`src/rtl/clkgen_pkg.sv`:
```
package clkgen_pkg;

    localparam int REG_W    = 9;
    localparam int MULT_W   = 4;
    localparam int LOCK_BIT = 0;
    localparam int LIMP_BIT = 3;
    localparam int OFF_BIT  = 6;
    localparam int DSEL_LSB = 7;

    typedef enum logic [1:0] {
        DS_QUARTER = 2'd0,
        DS_HALF_A  = 2'd1,
        DS_HALF_B  = 2'd2,
        DS_FULL    = 2'd3
    } dsel_e;

    typedef enum logic {
        WR_CTRL = 1'b0,
        WR_STAT = 1'b1
    } wsel_e;

    typedef struct packed {
        dsel_e dsel;
        logic  mcd_off;
        logic  limp;
    } stat_t;

    function automatic logic [MULT_W-1:0] sat_mult(input logic [MULT_W-1:0] v,
                                                   input logic [MULT_W-1:0] maxv);
        return (v > maxv) ? maxv : v;
    endfunction

    function automatic logic [1:0] div_log2_of(input dsel_e d);
        case (d)
            DS_QUARTER: return 2'd2;
            DS_FULL:    return 2'd0;
            default:    return 2'd1;
        endcase
    endfunction

    function automatic logic dsel_move_ok(input dsel_e from_d, input dsel_e to_d);
        return (to_d != DS_FULL) || (from_d == DS_HALF_B) || (from_d == DS_FULL);
    endfunction

endpackage

```
`src/rtl/clkgen_wprot.sv`:
```
module clkgen_wprot (
    input  logic clk,
    input  logic rst,
    input  logic open_i,
    input  logic close_i,
    output logic win_o
);

    always_ff @(posedge clk) begin
        if (rst)          win_o <= 1'b0;
        else if (close_i) win_o <= 1'b0;
        else if (open_i)  win_o <= 1'b1;
    end

    AST_WIN_SHUT: assert property (@(posedge clk) disable iff (rst)
        close_i |=> !win_o);

    AST_WIN_OPEN: assert property (@(posedge clk) disable iff (rst)
        (open_i && !close_i) |=> win_o);

endmodule

```
`src/rtl/clkgen_regs.sv`:
```
module clkgen_regs
    import clkgen_pkg::*;
#(
    parameter int MULT_MAX = 5
) (
    input  logic              clk,
    input  logic              rst,
    input  logic              wr_en_i,
    input  logic              wr_sel_i,
    input  logic [REG_W-1:0]  wr_data_i,
    input  logic              limp_i,
    output logic [MULT_W-1:0] mult_o,
    output stat_t             stat_o,
    output logic              load_o,
    output logic              err_o
);

    localparam logic [MULT_W-1:0] MAX_V = MULT_W'(MULT_MAX);

    logic [MULT_W-1:0] req_mult;
    dsel_e             new_dsel;
    logic              ctrl_wr, stat_wr, ctrl_rej, stat_rej;
    logic              unused_bits;

    assign unused_bits = ^wr_data_i[5:4];

    always_comb begin
        req_mult = sat_mult(wr_data_i[MULT_W-1:0], MAX_V);
        new_dsel = dsel_e'(wr_data_i[DSEL_LSB +: 2]);
        ctrl_wr  = wr_en_i && (wr_sel_i == WR_CTRL);
        stat_wr  = wr_en_i && (wr_sel_i == WR_STAT);
        ctrl_rej = ctrl_wr && ((stat_o.dsel != DS_QUARTER) || stat_o.limp);
        stat_rej = stat_wr && !dsel_move_ok(stat_o.dsel, new_dsel);
        load_o   = ctrl_wr && !ctrl_rej && (req_mult != mult_o);
    end

    always_ff @(posedge clk) begin
        if (rst) begin
            mult_o         <= '0;
            stat_o.dsel    <= DS_QUARTER;
            stat_o.mcd_off <= 1'b0;
            stat_o.limp    <= 1'b0;
            err_o          <= 1'b0;
        end else begin
            err_o <= ctrl_rej || stat_rej;
            if (load_o) mult_o <= req_mult;
            if (stat_wr && !stat_rej) begin
                stat_o.dsel    <= new_dsel;
                stat_o.mcd_off <= wr_data_i[OFF_BIT];
            end
            if (limp_i) stat_o.limp <= 1'b1;
        end
    end

    AST_MULT_RANGE: assert property (@(posedge clk) disable iff (rst)
        mult_o <= MAX_V);

    AST_MULT_AT_QUARTER: assert property (@(posedge clk) disable iff (rst)
        !$stable(mult_o) |-> ($past(stat_o.dsel) == DS_QUARTER));

    AST_REJECT_HOLDS: assert property (@(posedge clk) disable iff (rst)
        err_o |-> ($stable(mult_o) && $stable(stat_o.dsel)));

    AST_FULL_FROM_HALF: assert property (@(posedge clk) disable iff (rst)
        ((stat_o.dsel == DS_FULL) && ($past(stat_o.dsel) != DS_FULL))
            |-> ($past(stat_o.dsel) == DS_HALF_B));

    AST_LIMP_FREEZE: assert property (@(posedge clk) disable iff (rst)
        $past(stat_o.limp) |-> $stable(mult_o));

    AST_LIMP_STICKY: assert property (@(posedge clk) disable iff (rst)
        $past(stat_o.limp) |-> stat_o.limp);

endmodule

```
`src/rtl/clkgen_lockctr.sv`:
```
module clkgen_lockctr #(
    parameter int LOCK_CYCLES = 1024
) (
    input  logic clk,
    input  logic rst,
    input  logic load_i,
    output logic locked_o
);

    localparam int CNT_W = (LOCK_CYCLES > 2) ? $clog2(LOCK_CYCLES) : 1;

    logic [CNT_W-1:0] cnt_q;

    always_ff @(posedge clk) begin
        if (rst) begin
            cnt_q    <= '0;
            locked_o <= 1'b1;
        end else if (load_i) begin
            cnt_q    <= CNT_W'(LOCK_CYCLES - 1);
            locked_o <= 1'b0;
        end else if (!locked_o) begin
            if (cnt_q == '0) locked_o <= 1'b1;
            else             cnt_q    <= cnt_q - 1'b1;
        end
    end

    AST_LOAD_UNLOCKS: assert property (@(posedge clk) disable iff (rst)
        load_i |=> !locked_o);

    AST_RESTART_WINS: assert property (@(posedge clk) disable iff (rst)
        $rose(locked_o) |-> !$past(load_i));

endmodule

```
`src/rtl/clkgen_seq.sv`:
```
module clkgen_seq
    import clkgen_pkg::*;
#(
    parameter int MULT_MAX    = 5,
    parameter int LOCK_CYCLES = 1024
) (
    input  logic             clk,
    input  logic             rst,
    input  logic             prot_open,
    input  logic             prot_close,
    input  logic             wr_en,
    input  logic             wr_sel,
    input  logic [REG_W-1:0] wr_data,
    input  logic             limp_in,
    output logic [REG_W-1:0] ctrl_word,
    output logic [REG_W-1:0] stat_word,
    output logic             src_pll,
    output logic [1:0]       div_log2,
    output logic             wr_err
);

    logic              win;
    logic              load;
    logic              locked;
    logic [MULT_W-1:0] mult;
    stat_t             stat;

    clkgen_wprot u_wprot (
        .clk     (clk),
        .rst     (rst),
        .open_i  (prot_open),
        .close_i (prot_close),
        .win_o   (win)
    );

    clkgen_regs #(.MULT_MAX(MULT_MAX)) u_regs (
        .clk       (clk),
        .rst       (rst),
        .wr_en_i   (wr_en && win),
        .wr_sel_i  (wr_sel),
        .wr_data_i (wr_data),
        .limp_i    (limp_in),
        .mult_o    (mult),
        .stat_o    (stat),
        .load_o    (load),
        .err_o     (wr_err)
    );

    clkgen_lockctr #(.LOCK_CYCLES(LOCK_CYCLES)) u_lock (
        .clk      (clk),
        .rst      (rst),
        .load_i   (load),
        .locked_o (locked)
    );

    always_comb begin
        ctrl_word               = '0;
        ctrl_word[MULT_W-1:0]   = mult;
        stat_word               = '0;
        stat_word[LOCK_BIT]     = locked;
        stat_word[LIMP_BIT]     = stat.limp;
        stat_word[OFF_BIT]      = stat.mcd_off;
        stat_word[DSEL_LSB +: 2] = stat.dsel;
        src_pll                 = locked;
        div_log2                = div_log2_of(stat.dsel);
    end

    AST_CLOSED_NO_CHANGE: assert property (@(posedge clk) disable iff (rst)
        (!win && !$past(win)) |-> ($stable(mult) && $stable(stat.dsel)));

endmodule

```
`config.mk`:
```
export PLATFORM = sky130hd
export DESIGN_NAME = clkgen_seq
export DESIGN_NICKNAME = d
export VERILOG_FILES = /design/src/rtl/clkgen_pkg.sv /design/src/rtl/clkgen_wprot.sv /design/src/rtl/clkgen_regs.sv /design/src/rtl/clkgen_lockctr.sv /design/src/rtl/clkgen_seq.sv
export SDC_FILE = /design/constraint.sdc
export NUM_CORES = 1
export LEC_CHECK = 0
export BUFFER_PORTS_ARGS = -buffer_cell sky130_fd_sc_hd__buf_4
export CORE_MARGIN = 5
export CORE_UTILIZATION = 45
export DETAILED_ROUTE_END_ITERATION = 12
export GPL_ROUTABILITY_DRIVEN = 1
export PLACE_DENSITY = 0.72
export SKIP_LAST_GASP = 1
export SYNTH_ARGS = -nofsm -noshare
export SYNTH_HDL_FRONTEND = slang
export SYNTH_SLANG_ARGS = --single-unit
```
`constraint.sdc`:
```
create_clock -name clk -period 1.95 [get_ports clk]
set_input_delay 0.0975 -clock clk [delete_from_list [all_inputs] [get_ports clk]]
set_output_delay 0.0975 -clock clk [all_outputs]
set_load 0.1 [all_outputs]
```
==> impl_metrics.tcl <==
set metrics [dict create \
    status "finished clean" \
    clkSinkCount 21 \
    synth_seq_cells 21 \
    peakVddDrop_uv 438 \
    core-area_mm2 0.00245 \
    grt_antenna_before_repair 0 \
    cp_max_fo 4 \
    diodes 0 \
    hold_path.class "in -> reg" \
    p_per_area_mw_per_mm2 636 \
    leakagePower_uw 0.000545 \
    clock.fmax_mhz 552 \
    p_seq_frac 0.501 \
    rsz0062_at_grt "no" \
    crit_path_end_kind "flop" \
    fin_ws_ns 0.138 \
    numCtsBuffers 3 \
    die-area_mm2 0.00367 \
    post-place-cells 182 \
    crit_buf_inv 1 \
    final_nets 182 \
    synth_ff_type "dfxtp_1" \
    cts_max_level 1 \
    nFillCells 219 \
    tritoncts "done" \
    drt_wl_total_um 2460 \
    clk_path_buf_depth 2 \
    clk_latency_ns 0.31 \
    worstPathArrival_ns 2.03 \
    io_pins 38 \
    avgSynthCellArea_um2 8.85 \
    netlist.area_leader.share 0.365 \
    initial_core_util 0.469 \
    grt_max_degree 24 \
    cp_slowest_stage_delay_ns 0.51 \
    skew_ns 0.00253 \
    finalCritPeriodShare 0.929 \
    cts_root_buf "clkbuf_4" \
    critPathTopFamily "simple AND/OR/NAND/NOR gates" \
    finalSetupTns_ns 0 \
    wire_per_inst_um 12.9 \
    grt_first_pass_wirelength_um 3990 \
    cp_cell_sequence "inv_1 > ha_1 > or4b_4 > nor4b_4 > mux2i_1 > a21oi_2" \
    grt_pass1_vias 952 \
    maxCapViolations 0 \
    synth_cell_types 43 \
    fin_crit_ns 1.81 \
    io_buffer_count 26 \
    path_class "reg -> reg" \
    syn-cell-area_mm2 0.00115 \
    async_flop_share 0 \
    synth_top_area_cell "dfxtp_1" \
    synth_edf_count 0 \
    net-switching-power_uw 326 \
    ys_top_cells_by_area "dfxtp_1 (37%), buf_4 (6.5%), ha_1 (5.4%)" \
    p_int_uw 574 \
    synthesis.instances 130 \
    drtIter0Drc 46 \
    final_cells 190 \
    cp_slowest_cell "or4b_4" \
    overflow 0 \
    place_ws_ns 0.111 \
    drc 0 \
    vias_per_cell 5.24 \
    cp-start-kind "flop" \
    drive_above_1_share 0.300 \
    comb_power_share 0.255 \
    chipHeight_um 60.6 \
    worst_pin_slew_ns 0.615 \
    via_count 996 \
    finalMaxSlewViolations 0 \
    die_w_um 60.6 \
    synthToLayoutAreaGrowth_pct 22.9 \
    switching_share 0.363 \
    first_pass_iters 4 \
    rows 18 \
    hold_viol 0 \
    dp_hpwl_um 1810 \
    grt.total_usage 0.144 \
    design_power_total_uw 900 \
    synth_warnings 0 \
    path_clk_slew_ns 0.12 \
    ys_seq_area_frac 0.365 \
    setup_viol 0 \
    p_clk_frac 0.245 \
    slew_headroom 0.587 \
    required_ns 2.16 \
    whs_ns 0.0211 \
    gp_congestion 0.813 \
    antenna_left 0 \
]
-- worst min-delay path, cell delays in order --
cell and delay [ns]:
buf_4 0.07, mux2i_1 0.05, nor2_1 0.08
-- routing by layer --
layer  global-route usage  vias to the layer above  wire, um
met3               0.0468                        2       192
met5                    0                        -         0
met1                0.157                      454      1020
met2                0.252                       26      1230
li1                     -                      514         -
met4               0.0650                        0        14
-- kinds of logic after synthesis --
| logic type | after synthesis | synth area share |
|---|---|---|
| AOI/OAI and AO/OA | 29 | 0.175 |
| xor gates and xnor gates | 1 | 0.00761 |
| adders and majority gates | 5 | 0.0543 |
| buffers and inverters | 19 | 0.0956 |
| DFF | 21 | 0.365 |
| muxes | 6 | 0.0543 |
| other | 1 | 0.00326 |
| and+or+nand+nor | 48 | 0.245 |
-- cell type report --
type | count | area (um^2) | area share
Multi-Input combinational cell | 98 | 651 | 0.460
Timing Repair Buffer | 31 | 240 | 0.170
Sequential cell | 21 | 434 | 0.307
Inverter | 6 | 22.5 | 0.0159
Tap cell | 30 | 37.5 | 0.0265
Clock inverter | 1 | 7.51 | 0.00531
Clock buffer | 3 | 22.5 | 0.0159
-- metrics by stage --
stage           util  instance area (um^2)
3_3_place_gp   0.549                  1350
4_1_cts        0.573                  1410
5_1_grt        0.576                  1420
2_1_floorplan      -                  1190
6_report       0.576                  1420
3_5_place_dp   0.549                  1350
-- timing repair --
item | in CTS | in global routing
buffers inserted | 0 | 1
hold buffers | 3 | 0
endpoints found under the setup margin | 0 | 2
endpoints found under the hold margin | 3 | 0
resized for setup | 0 | 0
-- layout by cell type (no fill, tap or decap), drive strengths merged, types with 4 or more instances in the layout --
master  Yosys  routed
buf        11      28
dfxtp      21      21
nor2       14      14
a21oi      10      10
conb        1       9
inv         6       6
nor3        6       6
a31oi       6       6
nand2       5       5
ha          5       5
mux2i       4       4
-- synthesized netlist by cell type (2+ instances only) --
library cell,n
nand2_1,5
buf_4,10
mux2_2,2
mux2i_1,4
nand2b_1,2
ha_1,5
nor3b_1,2
or3_1,2
nor2_1,14
nor2b_1,3
nand3_1,3
a31oi_1,6
o21a_1,2
clkbuf_1,2
a211oi_1,2
inv_1,6
a21oi_1,9
nor3_1,6
dfxtp_1,21
-- worst paths after layout --
| path | start | endpoint | slack, ns | cells past startpoint |
|---|---|---|---|---|
| worst max-delay path | u_lock.cnt_q[0] | u_lock.cnt_q[8] | 0.14 | 6 |
| worst min-delay path | wr_data[6] | u_regs.stat_o[1] | 0.02 | 3 |
| worst max register to register | u_lock.cnt_q[0] | u_lock.cnt_q[8] | 0.14 | 6 |
| worst min register to register | u_regs.mult_o[3] | u_regs.mult_o[3] | 0.47 | 2 |
-- state kept, by name (all words and copies together), names as in the netlist --
register / flops
u_lock.cnt_q: 10
u_regs.mult_o: 4
u_regs.stat_o: 4
u_lock.locked_o: 1
u_regs.err_o: 1
u_wprot.win_o: 1
-- power groups by stage --
stage | sequential (uW) | clock (uW) | combinational, uW
2_1_floorplan | 488 | 0 | 160
3_3_place_gp | 459 | 0 | 220
3_5_place_dp | 460 | 0 | 223
4_1_cts | 450 | 233 | 228
5_1_grt | 453 | 257 | 242
6_report | 451 | 220 | 229
Note: power is estimated with default switching activity, not from simulation.
